[config.mk]
export PLATFORM = sky130hd
export DESIGN_NAME = idea_iter_core
export DESIGN_NICKNAME = d
export VERILOG_FILES = /design/src/rtl/idea_pkg.sv /design/src/rtl/idea_mul.sv /design/src/rtl/idea_seq.sv /design/src/rtl/idea_iter_core.sv
export SDC_FILE = /design/constraint.sdc
export NUM_CORES = 1
export LEC_CHECK = 0
export BUFFER_PORTS_ARGS = -buffer_cell sky130_fd_sc_hd__buf_2
export CELL_PAD_IN_SITES_DETAIL_PLACEMENT = 0
export CELL_PAD_IN_SITES_GLOBAL_PLACEMENT = 2
export CORE_UTILIZATION = 35
export CTS_CLUSTER_SIZE = 25
export DETAILED_ROUTE_END_ITERATION = 10
export PLACE_DENSITY_LB_ADDON = 0.1
export SETUP_SLACK_MARGIN = 0.05
export SLEW_MARGIN = 20
export SYNTH_ARGS = -nofsm -noshare
export SYNTH_HDL_FRONTEND = slang
export SYNTH_SLANG_ARGS = --single-unit
[constraint.sdc]
create_clock -name clk -period 7.5 [get_ports clk]
set_input_delay 0.75 -clock clk [delete_from_list [all_inputs] [get_ports clk]]
set_output_delay 0.75 -clock clk [all_outputs]
set_load 0.01 [all_outputs]
[src/rtl/idea_pkg.sv]
package idea_pkg;
  localparam int WORD_W = 16;
  localparam int KEYS_PER_ROUND = 6;
  localparam int KEYS_FINAL = 4;

  typedef logic [WORD_W-1:0] word_t;

  // step sequence of one job; each state reads at most one subkey
  typedef enum logic [3:0] {
    ST_IDLE, ST_MA, ST_AB, ST_AC, ST_MD, ST_ME, ST_MF, ST_MIX,
    ST_O1, ST_O2, ST_O3, ST_O4, ST_O5
  } step_e;
endpackage

[src/rtl/idea_mul.sv]
module idea_mul
  import idea_pkg::*;
(
  input  logic  clk,
  input  logic  rst_n,
  input  logic  en_i,
  input  word_t a_i,
  input  word_t b_i,
  output word_t p_o
);
  logic [16:0] a_ext, b_ext;
  logic [32:0] prod;
  logic [16:0] hi;
  word_t       lo;
  logic        borrow;
  word_t       p_d;

  // operand 0 means 2^16; the reduction uses 2^16 == -1 mod 65537
  always_comb begin
    a_ext  = (a_i == '0) ? 17'h10000 : {1'b0, a_i};
    b_ext  = (b_i == '0) ? 17'h10000 : {1'b0, b_i};
    prod   = {16'b0, a_ext} * {16'b0, b_ext};
    lo     = prod[15:0];
    hi     = prod[32:16];
    borrow = ({1'b0, lo} < hi);
    p_d    = lo - hi[15:0] + {15'b0, borrow};
  end

  always_ff @(posedge clk or negedge rst_n) begin
    if (!rst_n)    p_o <= '0;
    else if (en_i) p_o <= p_d;
  end
endmodule

[src/rtl/idea_seq.sv]
module idea_seq
  import idea_pkg::*;
#(
  parameter int ROUNDS = 8,
  parameter int IDXW   = 6
) (
  input  logic            clk,
  input  logic            rst_n,
  input  logic            start_i,
  output step_e           step_o,
  output logic [IDXW-1:0] key_idx_o,
  output logic            busy_o
);
  localparam int RW = (ROUNDS > 1) ? $clog2(ROUNDS) : 1;

  step_e           step_q, step_d;
  logic [RW-1:0]   rnd_q, rnd_d;
  logic [IDXW-1:0] base_q, base_d;
  logic [1:0]      off;

  always_comb begin
    step_d = step_q;
    rnd_d  = rnd_q;
    base_d = base_q;
    unique case (step_q)
      ST_IDLE: if (start_i) begin
        step_d = ST_MA;
        rnd_d  = '0;
        base_d = '0;
      end
      ST_MA:  step_d = ST_AB;
      ST_AB:  step_d = ST_AC;
      ST_AC:  step_d = ST_MD;
      ST_MD:  step_d = ST_ME;
      ST_ME:  step_d = ST_MF;
      ST_MF:  step_d = ST_MIX;
      ST_MIX: begin
        base_d = base_q + IDXW'(KEYS_PER_ROUND);
        rnd_d  = rnd_q + 1'b1;
        step_d = (rnd_q == RW'(ROUNDS - 1)) ? ST_O1 : ST_MA;
      end
      ST_O1:  step_d = ST_O2;
      ST_O2:  step_d = ST_O3;
      ST_O3:  step_d = ST_O4;
      ST_O4:  step_d = ST_O5;
      ST_O5:  step_d = ST_IDLE;
      default: step_d = ST_IDLE;
    endcase
  end

  always_ff @(posedge clk or negedge rst_n) begin
    if (!rst_n) begin
      step_q <= ST_IDLE;
      rnd_q  <= '0;
      base_q <= '0;
    end else begin
      step_q <= step_d;
      rnd_q  <= rnd_d;
      base_q <= base_d;
    end
  end

  // offset of the subkey inside the current group of six (or four)
  always_comb begin
    unique case (step_q)
      ST_AB, ST_O2:        off = 2'd1;
      ST_AC, ST_O3:        off = 2'd2;
      ST_MD, ST_O4, ST_O5: off = 2'd3;
      default:             off = 2'd0;
    endcase
  end

  logic [IDXW-1:0] idx_lo, idx_hi;
  always_comb begin
    idx_lo = base_q + IDXW'(off);
    idx_hi = base_q + IDXW'(4);
    unique case (step_q)
      ST_ME:   key_idx_o = idx_hi;
      ST_MF:   key_idx_o = idx_hi + 1'b1;
      default: key_idx_o = idx_lo;
    endcase
  end

  assign step_o = step_q;
  assign busy_o = (step_q != ST_IDLE);
endmodule

[src/rtl/idea_iter_core.sv]
module idea_iter_core
  import idea_pkg::*;
#(
  parameter  int ROUNDS = 8,
  localparam int NKEY   = ROUNDS * KEYS_PER_ROUND + KEYS_FINAL,
  localparam int IDXW   = $clog2(NKEY)
) (
  input  logic            clk,
  input  logic            rst_n,
  input  logic            start_i,
  input  logic [63:0]     block_i,
  input  logic [15:0]     key_val_i,
  output logic            busy_o,
  output logic            done_o,
  output logic [63:0]     block_o,
  output logic [IDXW-1:0] key_idx_o
);
  // reset: asserted asynchronously, released on a clock edge
  logic [1:0] rst_sync_q;
  logic       rst_n_s;
  always_ff @(posedge clk or negedge rst_n) begin
    if (!rst_n) rst_sync_q <= 2'b00;
    else        rst_sync_q <= {rst_sync_q[0], 1'b1};
  end
  assign rst_n_s = rst_sync_q[1];

  step_e step;
  idea_seq #(.ROUNDS(ROUNDS), .IDXW(IDXW)) u_seq (
    .clk(clk), .rst_n(rst_n_s), .start_i(start_i),
    .step_o(step), .key_idx_o(key_idx_o), .busy_o(busy_o)
  );

  logic  mul_en;
  word_t mul_a, mul_q;
  idea_mul u_mul (
    .clk(clk), .rst_n(rst_n_s), .en_i(mul_en),
    .a_i(mul_a), .b_i(key_val_i), .p_o(mul_q)
  );

  word_t x1_q, x2_q, x3_q, x4_q, s2_q, s3_q;
  word_t x1_d, x2_d, x3_d, x4_d, s2_d, s3_d;
  logic  x1_en, x2_en, x3_en, x4_en, s2_en, s3_en;
  logic [63:0] out_q, out_d;
  logic        out_en, done_q, done_d;
  word_t       mix;

  always_comb begin
    x1_d = x1_q; x2_d = x2_q; x3_d = x3_q; x4_d = x4_q;
    s2_d = s2_q; s3_d = s3_q;
    x1_en = 1'b0; x2_en = 1'b0; x3_en = 1'b0; x4_en = 1'b0;
    s2_en = 1'b0; s3_en = 1'b0;
    out_d = out_q; out_en = 1'b0; done_d = 1'b0;
    mul_en = 1'b0; mul_a = x1_q;
    mix = x3_q + mul_q;
    unique case (step)
      ST_IDLE: if (start_i) begin
        x1_d = block_i[63:48]; x2_d = block_i[47:32];
        x3_d = block_i[31:16]; x4_d = block_i[15:0];
        x1_en = 1'b1; x2_en = 1'b1; x3_en = 1'b1; x4_en = 1'b1;
      end
      ST_MA: begin mul_en = 1'b1; mul_a = x1_q; end
      ST_AB: begin
        x1_d = mul_q;            x1_en = 1'b1;
        x2_d = x2_q + key_val_i; x2_en = 1'b1;
      end
      ST_AC: begin x3_d = x3_q + key_val_i; x3_en = 1'b1; end
      ST_MD: begin mul_en = 1'b1; mul_a = x4_q; end
      ST_ME: begin
        x4_d = mul_q; x4_en = 1'b1;
        s3_d = x3_q;  s3_en = 1'b1;
        mul_en = 1'b1; mul_a = x3_q ^ x1_q;
      end
      ST_MF: begin
        x3_d = mul_q; x3_en = 1'b1;
        s2_d = x2_q;  s2_en = 1'b1;
        mul_en = 1'b1; mul_a = (x2_q ^ x4_q) + mul_q;
      end
      ST_MIX: begin
        x1_d = x1_q ^ mul_q; x1_en = 1'b1;
        x2_d = mul_q ^ s3_q; x2_en = 1'b1;
        x3_d = mix ^ s2_q;   x3_en = 1'b1;
        x4_d = x4_q ^ mix;   x4_en = 1'b1;
      end
      ST_O1: begin mul_en = 1'b1; mul_a = x1_q; end
      ST_O2: begin
        x1_d = mul_q;            x1_en = 1'b1;
        x3_d = x3_q + key_val_i; x3_en = 1'b1;
      end
      ST_O3: begin x2_d = x2_q + key_val_i; x2_en = 1'b1; end
      ST_O4: begin mul_en = 1'b1; mul_a = x4_q; end
      ST_O5: begin
        out_d  = {x1_q, x3_q, x2_q, mul_q};
        out_en = 1'b1;
        done_d = 1'b1;
      end
      default: ;
    endcase
  end

  always_ff @(posedge clk or negedge rst_n_s) begin
    if (!rst_n_s) begin
      x1_q <= '0; x2_q <= '0; x3_q <= '0; x4_q <= '0;
      s2_q <= '0; s3_q <= '0;
      out_q <= '0; done_q <= 1'b0;
    end else begin
      if (x1_en)  x1_q  <= x1_d;
      if (x2_en)  x2_q  <= x2_d;
      if (x3_en)  x3_q  <= x3_d;
      if (x4_en)  x4_q  <= x4_d;
      if (s2_en)  s2_q  <= s2_d;
      if (s3_en)  s3_q  <= s3_d;
      if (out_en) out_q <= out_d;
      done_q <= done_d;
    end
  end

  assign block_o = out_q;
  assign done_o  = done_q;
endmodule

==> metrics.csv <==
stage;metric;value;unit
routing;DRC;0;
placed_design;GPL Wtd Cong;0.953;
yosys;dominant synthesized flop cell;dfrtp_1;
critical_path;CP endpoint;u_mul.p_o[8]$_DFFE_PN0P_;
timing;Max-Slew Margin vs Limit;35.0;%
yosys;Yosys Warn Count;0;
worst_hold_path;worst min-delay path class;in2async;
routing;DR WL/cell;22.7;um
yosys;Synth top cells by count;380 x nand2_1, 334 x inv_1, 236 x fa_1;
yosys;Distinct cells, synth;74;
status;violated checks;setup timing;
critical_path;Crit Path Category;reg2reg;
critical_path;most frequent CP cell;inv_2;
die;die footprint;65900;um2
grt;first-pass GRT wire length;135000;um
grt;GRT Total Usage;27.5;%
timing;final worst setup slack;-4.00;ns
die;Die H;257;um
placed_design;port bufs;154;
grt;GRT overflow;0;
cts;total CTS buffers;17;
critical_path;Reg-to-Reg End;u_mul.p_o[8]$_DFFE_PN0P_;
grt;antenna violations before repair;0;
critical_path;Largest stage delay, worst path;0.55;ns
yosys;count leader, synth;nand2_1;
timing;fin. max-slew vios;0;
critical_path;Worst Path Max Fanout;3;
critical_path;CP delay by family, top;adder cells;
job;maxcap violations;0;
layout;nets;3591;
routing;via count of the routed design;20500;
yosys;Cells after Synth;2585;
timing;Setup TNS;-53.16;ns
timing;f_max;0.0870;GHz
yosys;Synth Register Bits;191;
routing;DR vias/cell;5.23;
cts;CTS tree;built;
yosys;post-synth top area cell;dfrtp_1;
status;status;finished with violations;
critical_path;Arr. time, crit path;11.86;ns
routing;Routed Wire Length;89100;um
die;chip width;257;um
timing;final hold vios;0;
die;core area;63500;um2
layout;post-route cell area;28500;um2
layout;area grow syn2layout;25.4;%
timing;RSZ-0062 raised after global routing;true;
layout;number of antenna diodes;0;
yosys;syn_area_per_cell;8.78;um2
grt;vias in the first global route;21800;
routing;1st-pass router iterations;7;
placed_design;placed inst area;27500;um2
cts;worst skew pair latency;0.47;ns
critical_path;WP depth;56;
critical_path;CP Launch Type;flip-flop;
die;row count;92;
yosys;sequential area share after synthesis;21.1;%
critical_path;Critical-path top delay cell;fa_2;
critical_path;CP Buf/Inv Count;15;
die;I/O pin count;155;
timing;Worst Tran Pin Value;0.975;ns
grt;pin count of the biggest net entering global routing;129;
yosys;asr flop ratio synth;100;%
cts;clk sinks;191;
cts;hold-fix buffer count after cts;0;
timing;setup violators final;16;
yosys;synth top area cells;dfrtp_1 21%, fa_1 21%, ha_1 11%, nand2_1 6.3%, inv_1 5.5%;
routing;ANT nets after route;0;
timing;final worst-path cycle share;153;%
routing;Initial DRC Count;1254;
yosys;post-synth top area share;21.1;%
placed_design;post-DP HPWL;73200;um
cts;H-tree depth;4;
critical_path;reg2reg path depth;56;
critical_path;r2r startpoint;x4_q[0]$_DFFE_PN0P_;
cts;clock root cell;clkbuf_16;
critical_path;CP endpoint kind;flip-flop;
critical_path;flop2flop setup slack;-4.00;ns
layout;share of cells above drive strength 1;25.3;%
timing;clk_skew;0.0130;ns
critical_path;CP required;7.86;ns
placed_design;Worst Setup Slack post-DPL;-4.07;ns
cts;Max Root-Sink Buffers;2;
die;initial core utilization;35.7;%
yosys;Post-synth EDFFs;0;
cts;clock-pin transition on the worst setup and hold timing paths;0.08;ns
critical_path;Critical Path Source;x4_q[0]$_DFFE_PN0P_;
timing;crit path time final;11.50;ns
yosys;Post-Syn Area;22700;um2
worst register-to-register path: cells and delay by family, from the launching register on:
kind / cells / cell delay (ns)
fa+ha+maj: 13 / 4.67
compound gates: 16 / 2.63
simple gates: 8 / 1.88
buf+inv: 15 / 1.22
xor+xnor: 4 / 0.59
flops: 1 / 0.39
cell type report:
type	count	area, um2
multi-input combinational	1938	16600
clock buffer	17	425
timing repair buffer	587	4160
fill	6335	35100
clock inverter	15	165
tap	846	1060
inverter	334	1250
sequential	191	4780
layout by cell type (no fill, tap or decap), types with 13 or more instances in the layout:
cell type and n:
fa_1 226, xnor2_1 79, nor3_1 35, a22oi_1 27
a222oi_1 16, o21ai_1 21, nand2_1 378, a21oi_2 13
nor2_1 110, mux2_2 66, xor2_1 52, a21oi_1 74
inv_1 326, nand2b_1 20, buf_2 154, nand3_1 28
a21o_1 32, a221oi_1 22, or3_1 13, and2_1 130
o211ai_1 16, buf_4 416, clkbuf_16 17, ha_1 194
dfrtp_1 190, o21ai_0 154
sequential cells by signal, summed over array words and instances (netlist names), 2 cells and up:
signal,cells
block_o,64
s2_q,16
s3_q,16
u_mul.p_o,16
x1_q,16
x2_q,16
x3_q,16
x4_q,16
u_seq.base_q,5
u_seq.step_o,4
u_seq.rnd_q,3
rst_sync_q,2
metrics by stage:
stage	hold WS (ns)	util, %	cells
after floorplan	0.331	-	2586
after global placement	0.344	43.2	3881
after detailed placement	0.348	43.2	3881
after CTS	0.0223	44.6	3926
after global routing	0.0280	44.8	3928
final	0.0435	44.8	3928
worst min-delay path by stage:
stage / cells after the start / endpoint / slack, ns
5_1_grt: 1 / rst_sync_q[0]$_DFF_PN0_ / 0.03
6_report: 1 / rst_sync_q[1]$_DFF_PN0_ / 0.04
2_1_floorplan: 0 / rst_sync_q[1]$_DFF_PN0_ / 0.33
3_3_place_gp: 0 / rst_sync_q[1]$_DFF_PN0_ / 0.34
3_5_place_dp: 0 / rst_sync_q[1]$_DFF_PN0_ / 0.35
4_1_cts: 1 / rst_sync_q[1]$_DFF_PN0_ / 0.02
cell families (layout without fill, tap and decap cells):
logic type	Yosys count	in the layout	synth area share, %
and+or+nand+nor	784	784	16.0
xor gates and xnor gates	142	142	5.48
buffers and inverters	457	953	7.61
muxes	71	71	3.52
AOI/OAI and AO/OA	500	500	14.3
adders and majority gates	439	439	32.0
other	1	2	0.0165
DFF	191	191	21.1
metal layers:
layer	vias up	routed length, um	share of wire, %	track usage, %
met5	-	0	0	0
met4	0	3620	4.1	11.3
met3	132	2660	3.0	2.14
met2	482	47300	53	51.5
met1	10400	35500	40	32.0
li1	9512	-	-	-
what timing repair did:
item / in CTS / in global routing
pin swaps: 44 / 31
buffers inserted: 18 / 12
setup endpoints to repair: 16 / 16
resized for setup: 49 / 26
Power is left out: the tool's default activity adds up to more than one toggle a clock period on the data nets, which glitch-free logic cannot reach.
